### src/rtl/defuzz_pkg.sv
package defuzz_pkg;
    typedef enum logic [1:0] {
        ST_IDLE,
        ST_LOAD,
        ST_DIV,
        ST_FINISH
    } dfz_state_e;
endpackage

### src/rtl/cog_sum.sv
// Weighted and plain sums of the rule strengths.
module cog_sum #(
    parameter int N_RULES = 4,
    parameter int STR_W   = 8,
    parameter int POS_W   = 2,
    parameter int NUM_W   = STR_W + POS_W + $clog2(N_RULES),
    parameter int DEN_W   = STR_W + $clog2(N_RULES)
) (
    input  logic [N_RULES*STR_W-1:0] str_flat,
    input  logic [N_RULES*POS_W-1:0] pos_flat,
    output logic [NUM_W-1:0]         num,
    output logic [DEN_W-1:0]         den
);
    localparam int PROD_W = STR_W + POS_W;

    logic [PROD_W-1:0] prod [N_RULES];
    logic [STR_W-1:0]  str  [N_RULES];

    for (genvar k = 0; k < N_RULES; k++) begin : g_lane
        assign str[k]  = str_flat[k*STR_W +: STR_W];
        assign prod[k] = PROD_W'(str[k]) * PROD_W'(pos_flat[k*POS_W +: POS_W]);
    end

    always_comb begin
        num = '0;
        den = '0;
        for (int k = 0; k < N_RULES; k++) begin
            num = num + NUM_W'(prod[k]);
            den = den + DEN_W'(str[k]);
        end
    end
endmodule

### src/rtl/cog_divider.sv
// Restoring shift-subtract divider, one quotient bit per clock.
module cog_divider #(
    parameter int DIVD_W = 20,
    parameter int DEN_W  = 10
) (
    input  logic              clk,
    input  logic              rst_n,
    input  logic              go,
    input  logic [DIVD_W-1:0] dividend,
    input  logic [DEN_W-1:0]  divisor,
    output logic              done,
    output logic [DIVD_W-1:0] quot
);
    localparam int CNT_W = $clog2(DIVD_W + 1);

    logic [DIVD_W-1:0] dvd_q, quot_q;
    logic [DEN_W-1:0]  rem_q, den_q;
    logic [CNT_W-1:0]  cnt_q;
    logic              run_q, done_q;
    logic [DEN_W:0]    rem_sh, diff;
    logic              ge;

    always_comb begin
        rem_sh = {rem_q, dvd_q[DIVD_W-1]};
        ge     = rem_sh >= {1'b0, den_q};
        diff   = rem_sh - {1'b0, den_q};
    end

    always_ff @(posedge clk) begin
        if (!rst_n) begin
            dvd_q  <= '0;
            quot_q <= '0;
            rem_q  <= '0;
            den_q  <= '0;
            cnt_q  <= '0;
            run_q  <= 1'b0;
            done_q <= 1'b0;
        end else if (go) begin
            dvd_q  <= dividend;
            den_q  <= divisor;
            rem_q  <= '0;
            quot_q <= '0;
            cnt_q  <= '0;
            run_q  <= 1'b1;
            done_q <= 1'b0;
        end else begin
            done_q <= 1'b0;
            if (run_q) begin
                dvd_q  <= dvd_q << 1;
                rem_q  <= ge ? diff[DEN_W-1:0] : rem_sh[DEN_W-1:0];
                quot_q <= {quot_q[DIVD_W-2:0], ge};
                cnt_q  <= cnt_q + 1'b1;
                if (cnt_q == CNT_W'(DIVD_W - 1)) begin
                    run_q  <= 1'b0;
                    done_q <= 1'b1;
                end
            end
        end
    end

    assign done = done_q;
    assign quot = quot_q;
endmodule

### src/rtl/centroid_defuzz.sv
module centroid_defuzz #(
    parameter int N_RULES = 4,
    parameter int STR_W   = 8,
    parameter int POS_W   = 2,
    parameter int FRAC_W  = 8,
    localparam int OUT_W  = POS_W + FRAC_W
) (
    input  logic                     clk,
    input  logic                     rst_n,
    input  logic                     start,
    input  logic [N_RULES*STR_W-1:0] strength_i,
    input  logic [N_RULES*POS_W-1:0] position_i,
    output logic                     busy,
    output logic                     valid,
    output logic [OUT_W-1:0]         result
);
    import defuzz_pkg::*;

    localparam int NUM_W  = STR_W + POS_W + $clog2(N_RULES);
    localparam int DEN_W  = STR_W + $clog2(N_RULES);
    localparam int DIVD_W = NUM_W + FRAC_W;

    dfz_state_e state_q, state_d;

    logic [N_RULES*STR_W-1:0] str_q;
    logic [N_RULES*POS_W-1:0] pos_q;
    logic [NUM_W-1:0]         num;
    logic [DEN_W-1:0]         den;
    logic                     den_zero, div_go, div_done;
    logic [DIVD_W-1:0]        quot;
    logic [OUT_W-1:0]         result_q;

    cog_sum #(
        .N_RULES(N_RULES), .STR_W(STR_W), .POS_W(POS_W),
        .NUM_W(NUM_W), .DEN_W(DEN_W)
    ) i_sum (
        .str_flat(str_q), .pos_flat(pos_q), .num(num), .den(den)
    );

    assign den_zero = (den == '0);
    assign div_go   = (state_q == ST_LOAD) && !den_zero;

    cog_divider #(.DIVD_W(DIVD_W), .DEN_W(DEN_W)) i_div (
        .clk(clk), .rst_n(rst_n), .go(div_go),
        .dividend(DIVD_W'(num) << FRAC_W), .divisor(den),
        .done(div_done), .quot(quot)
    );

    // Next-state logic
    always_comb begin
        state_d = state_q;
        unique case (state_q)
            ST_IDLE:   if (start) state_d = ST_LOAD;
            ST_LOAD:   state_d = den_zero ? ST_FINISH : ST_DIV;
            ST_DIV:    if (div_done) state_d = ST_FINISH;
            ST_FINISH: state_d = ST_IDLE;
            default:   state_d = ST_IDLE;
        endcase
    end

    // State register
    always_ff @(posedge clk) begin
        if (!rst_n) state_q <= ST_IDLE;
        else        state_q <= state_d;
    end

    // Captured operands and result
    always_ff @(posedge clk) begin
        if (!rst_n) begin
            str_q    <= '0;
            pos_q    <= '0;
            result_q <= '0;
        end else begin
            if (state_q == ST_IDLE && start) begin
                str_q <= strength_i;
                pos_q <= position_i;
            end
            if (state_q == ST_LOAD && den_zero) begin
                result_q <= '0;
            end else if (state_q == ST_DIV && div_done) begin
                // Guard: a weighted average never exceeds the top position.
                result_q <= (|quot[DIVD_W-1:OUT_W]) ? '1 : quot[OUT_W-1:0];
            end
        end
    end

    // Outputs
    always_comb begin
        busy   = (state_q != ST_IDLE);
        valid  = (state_q == ST_FINISH);
        result = result_q;
    end
endmodule


### config.mk
export PLATFORM = sky130hd
export DESIGN_NAME = centroid_defuzz
export DESIGN_NICKNAME = d
export VERILOG_FILES = /design/src/rtl/defuzz_pkg.sv /design/src/rtl/cog_sum.sv /design/src/rtl/cog_divider.sv /design/src/rtl/centroid_defuzz.sv
export SDC_FILE = /design/constraint.sdc
export NUM_CORES = 1
export LEC_CHECK = 0
export BUFFER_PORTS_ARGS = -buffer_cell sky130_fd_sc_hd__buf_2
export CAP_MARGIN = 15
export CORE_ASPECT_RATIO = 0.8
export CORE_UTILIZATION = 60
export CTS_CLUSTER_SIZE = 25
export DETAILED_ROUTE_END_ITERATION = 12
export PLACE_DENSITY = 0.79
export SLEW_MARGIN = 0
export SYNTH_ARGS = -nofsm -noshare
export SYNTH_HDL_FRONTEND = slang
export SYNTH_SLANG_ARGS = --single-unit
### constraint.sdc
create_clock -name clk -period 5.6 [get_ports clk]
set_clock_uncertainty 0.05 [all_clocks]
set_input_delay 0 -clock clk [delete_from_list [all_inputs] [get_ports clk]]
set_output_delay 0 -clock clk [all_outputs]
set_load 0.01 [all_outputs]
## Word level (Yosys, flattened, before mapping)

Cells that the tools add are included.
Widths: inputs -> output; s select.

- Mux-type cells: 12
- Reductions and logical operators: 14
- Magnitude comparators: 1
- Multiply operators: 4
- Equality and inequality tests: 6
- Bitwise gates (word level): 2
- $add $sub $neg: 8

Operators by type and width:

| cell | count |
|---|---|
| $mul 8x2->10 | 4 |
| $mux 20 | 2 |
| $add 12x10->12 | 2 |
| $add 10x8->10 | 2 |
| $mux 10 | 2 |
| $add 10x10->11 | 1 |
| $ge 11x10->1 | 1 |
| $logic_not 10->1 | 1 |
| $reduce_or 10->1 | 1 |
| $sub 10x10->10 | 1 |
| $add 8x8->9 | 1 |
| $pmux 2 s4 | 1 |
| $add 5x1->5 const B | 1 |
| $eq 5x5->1 const B | 1 |
| $mux 1 | 5 |
| $eq 2x2->1 const B | 2 |
| $logic_and 1x1->1 | 4 |
| $mux 2 | 2 |
| $reduce_bool 2->1 | 2 |
| $reduce_or 2->1 | 2 |
| $reduce_or 3->1 | 1 |
| $eq 2x1->1 const B | 1 |
| $logic_not 2->1 | 1 |
| $ne 2x1->1 const B | 1 |
| other kinds (4) | 5 |

- Input port bits: 43
- Word-level logic and storage cells: 58
- Register bits after elaboration: 111
- Output and inout bits: 12

## Longest topological paths before layout

- Word-level depth: 7
- Mapped depth: 22
- Gate-level depth less buffers: 22

## Modules after synthesis

Synthesis repeated with hierarchy kept, for this count alone.

- Cells, all modules: 855
- Area, all modules: 7796.2 um2

Modules (own cells, without submodules):

| module | area each (um2) | cells an instance | seq. area each (um2) | times used |
|---|---|---|---|---|
| cog_divider | 3240.6 | 350 | 1341.3 | 1 |
| cog_sum | 2558.7 | 276 | 0.0 | 1 |
| centroid_defuzz | 1996.9 | 229 | 1041.0 | 1 |

## Worst setup path before layout

OpenSTA, ideal clock, no wires.

- Kind: reg-to-reg
- Start point: reg pos_q[3]
- End point: reg i_div.dvd_q[19]
- Slack: 0.909 ns
- Period minus slack after synthesis: 4.691 ns
- Arrival: 4.505 ns
- Stages on the path, launching flop included: 20
- Buffers on the path: 0
- Path through: dfxtp_1 and2_1 fa_1 fa_1 inv_1 fa_1 inv_1 a21oi_1 o21bai_1 a21o_1 a21oi_1 xnor2_1 fa_1 ha_1 or2_2 a21oi_1 a21oi_1 and3_1 a2111oi_0 a211oi_1

- Word-level cells in the longest chain between the ends: 5

RTL lines:

| what | RTL line | RTL |
|---|---|---|
| start: declaration | centroid_defuzz.sv:26 | `logic [N_RULES*POS_W-1:0] pos_q;` |
| start signal: assignment | centroid_defuzz.sv:76 | `pos_q <= position_i;` |
| $mul 8x2->10 | cog_sum.sv:21 | `assign prod[k] = PROD_W'(str[k]) * PROD_W'(pos_flat[k*POS_W +: POS_W]);` |
| $add 10x10->11 | cog_sum.sv:28 | `num = num + NUM_W'(prod[k]);` |
| $add 12x10->12 (2 in a row) | cog_sum.sv:28 |  |
| $mux 20 | cog_divider.sv:38 | `end else if (go) begin` |
| end signal: assignment | cog_divider.sv:39 | `dvd_q <= dividend;` |
| end signal: assignment | cog_divider.sv:49 | `dvd_q <= dvd_q << 1;` |
| end: declaration | cog_divider.sv:16 | `logic [DIVD_W-1:0] dvd_q, quot_q;` |

Every way passes these cells.
A chain may end at the register's enable or synchronous reset.

## Worst setup path in the final report

Same ends and word-level chain as after synthesis.

==> flow_metrics.env <==
export IMPL_powerDensity_nw_per_um2=441.5
export IMPL_ctsResizeCount=0
export IMPL_clockRootBuffer="clkbuf_16"
export IMPL_crit_fanout=9
export IMPL_worst_slack_ns=0.4462
export IMPL_crit_type="flip-flop to flip-flop"
export IMPL_start_util_pct=62.16
export IMPL_layout_common_cells="138 x nand2_1, 115 x inv_1, 110 x dfxtp_1, 71 x a21oi_1, 60 x ha_1"
export IMPL_grt_max_degree=55
export IMPL_hold_buffers=40
export IMPL_first_pass_iters=5
export IMPL_worst_slew_margin_rel_pct=51.87
export IMPL_syn_to_final_growth_pct=14.44
export IMPL_fmax_mhz=194.0
export IMPL_ys_seq_area_share_pct=29.07
export IMPL_antenna_cells=0
export IMPL_cpPeakStageDelay_ns=0.57
export IMPL_maxSlewViolCount=0
export IMPL_total_power_uw=3862
export IMPL_layout_min_cycle_time_ns=5.154
export IMPL_drv_cap=0
export IMPL_rows=36
export IMPL_dp_cells=1093
export IMPL_cts_max_level=3
export IMPL_crit_path_start_kind="flip-flop"
export IMPL_leakage_uw=0.003981
export IMPL_cts_sinks=111
export IMPL_antenna_found_initial=0
export IMPL_switchingPower_uw=1727
export IMPL_outcome="completed"
export IMPL_clock_power_share_pct=17.4
export IMPL_synth_fp_nets=1053
export IMPL_grt_pass1_vias=6192
export IMPL_cts_made_buffers=9
export IMPL_synth_distinct_cells=54
export IMPL_vias=6351
export IMPL_clk_pin_slew_ns=0.09
export IMPL_drive_above_1_share_pct=10.63
export IMPL_die_w_um=128.2
export IMPL_finalHoldViolCount=0
export IMPL_synth_area_um2=7644
export IMPL_drc=0
export IMPL_ys_async_sr_fraction_pct=0
export IMPL_synth_edf_count=0
export IMPL_die_h_um=103.0
export IMPL_worst_slew_pin_slew_ns=0.7212
export IMPL_cts_buffer_depth=2
export IMPL_vias_per_cell=5.527
export IMPL_place_gp_congestion=0.9417
export IMPL_synth_ff_type="dfxtp_1"
export IMPL_hold_class="input port to flip-flop"
export IMPL_pin_count=55
export IMPL_final_common_cell="nand2_1"
export IMPL_drt_iter0_drc=433
export IMPL_sequentialPowerShare_pct=28.5
export IMPL_cp_data_arrival_time_ns=5.31
export IMPL_combPwrFrac_pct=54.2
export IMPL_tns_ns=0
export IMPL_setup_viol_count_final=0
export IMPL_core_region_area_um2=12300
export IMPL_clk_latency_ns=0.36
export IMPL_grt_ovfl_total=0
export IMPL_pre_cts_slack_ns=0.5494
export IMPL_endpoint_kind="flip-flop"
export IMPL_p_sw_share_pct=44.71
export IMPL_die_area_um2=13200
export IMPL_cts_setup_buffers=0
export IMPL_ir_drop_uv=356.2
export IMPL_drt_total_wl_um=17440
export IMPL_crit_chain="and2_1 -> fa_1 -> fa_1 -> inv_1 -> fa_1 -> inv_1 -> a21oi_1 -> o21bai_1 -> a21o_1 -> a21oi_1 -> xnor2_1 -> fa_1 -> ha_1 -> or2_2 -> a21oi_1 -> a21oi_1 -> and3_1 -> a2111oi_0 -> a211oi_1"
export IMPL_p_int_uw=2136
export IMPL_track_usage_pct=28.37
export IMPL_yosys_warnings=0
export IMPL_cts_tree="yes"
export IMPL_critPathSlowestCell="fa_1"
export IMPL_grt_pass1_wl_um=29590
export IMPL_io_buffers=54
export IMPL_wl_per_cell_um=15.18
export IMPL_fill_cells=905
export IMPL_nNetsFinal=1126
export IMPL_synth_cells=900
export IMPL_hpwl_um=12460
export IMPL_ys_seq_elements=111
export IMPL_rsz0062_at_grt="false"
export IMPL_syn_avg_cell_area_um2=8.493
export IMPL_finalCritPeriodShare_pct=92.03
export IMPL_final_cells=1149
export IMPL_crit_required_ns=5.76
export IMPL_final_antenna_net_count=0
## final cells by class
class / instances / area (µm²) / share of cell area, %
repair buffers: 100 / 715.7 / 8.182
well taps: 171 / 214.0 / 2.446
inverters: 115 / 431.7 / 4.935
clock buffers: 9 / 225.2 / 2.575
flip-flops and latches: 111 / 2223 / 25.42
clock inverters: 7 / 95.09 / 1.087
multi-input cells: 636 / 4842 / 55.36
## through the flow
step | area [µm²] | hold WS [ns] | utilization, %
after global routing | 8747 | 0.08908 | 71.13
after detailed placement | 8026 | 0.1973 | 65.27
after CTS | 8747 | 0.04073 | 71.13
after floorplan | 7644 | 0.08597 | -
final | 8747 | 0.05471 | 71.13
after global placement | 8026 | 0.1902 | 65.27
## final timing paths
kind                                from                           end  slack [ns]  cells after the start
max reg2reg        pos_q[3]$_SDFFE_PN0P_  i_div.dvd_q[19]$_SDFFE_PN0P_        0.45                     19
min                                start       state_q[1]$_SDFFE_PN0P_        0.05                      4
min reg2reg  i_div.den_q[7]$_SDFFE_PN0P_   i_div.den_q[7]$_SDFFE_PN0P_        0.41                      2
max                pos_q[3]$_SDFFE_PN0P_  i_div.dvd_q[19]$_SDFFE_PN0P_        0.45                     19
## kinds of logic after synthesis
| logic type | count (synthesis) | synth area share [%] |
|---|---|---|
| multiplexers | 39 | 5.222 |
| AO/OA/AOI/OAI | 165 | 14.11 |
| flip-flops | 111 | 29.07 |
| buffers and inverters | 153 | 7.677 |
| adder cells (fa/ha/maj) | 110 | 22.92 |
| XOR/XNOR | 33 | 3.781 |
| AND/OR/NAND/NOR | 289 | 17.22 |
## critical path: cells and delay by family (launching register included)
| family | cells | cell delay [ns] |
|---|---|---|
| AO/OA/AOI/OAI | 8 | 1.15 |
| flip-flops | 1 | 0.48 |
| adder cells (fa/ha/maj) | 5 | 2.28 |
| XOR/XNOR | 1 | 0.20 |
| AND/OR/NAND/NOR | 3 | 0.72 |
| buffers and inverters | 2 | 0.13 |
## flip-flops by register name, indices dropped and copies added, names as in the netlist
register     flops
i_div.cnt_q      5
i_div.den_q     10
i_div.done       1
i_div.dvd_q     12
i_div.quot      20
i_div.rem_q     10
i_div.run_q      1
pos_q            8
result          10
state_q          2
str_q           32
## per-layer routing
| metal | up-vias | GRT usage [%] | routed length (µm) |
|---|---|---|---|
| met5 | - | 0 | 0 |
| met4 | 0 | 9.321 | 371 |
| met3 | 35 | 4.982 | 1145 |
| met2 | 199 | 45.03 | 7802 |
| met1 | 2988 | 39.39 | 8119 |
| li1 | 3129 | - | - |
## power groups by stage
stage	logic, µW	registers (µW)	clock network [µW]
finish	2090	1100	671
global route	2360	1120	711
CTS	2070	1090	682
detailed placement	2020	1110	0
global placement	1980	1100	0
floorplan	1660	1040	0
## synth_stat cells (all sizes together) (3+ instances only)
master   number  share of area [%]
a21oi        71                4.6
mux2          7                1.0
inv         115                5.6
o21ai        28                1.8
o31ai         6               0.59
buf          13               0.80
o21bai        6               0.59
o221a        10                1.5
and2         33                2.7
ha           60                9.8
a21o          8               0.79
nand2b        7               0.57
xor2         14                1.6
nand4         7               0.57
fa           50                 13
o2111ai       4               0.46
xnor2        19                2.2
or4           3               0.29
nor3          7               0.52
dfxtp       111                 29
nor4          4               0.33
a211oi       13                1.4
nor2         55                2.7
nor2b         5               0.41
nand3        20                1.3
o211ai        3               0.29
mux2i        32                4.2
nand2       139                6.9
clkbuf       25                1.2
Power figures use the tool's default switching activity.
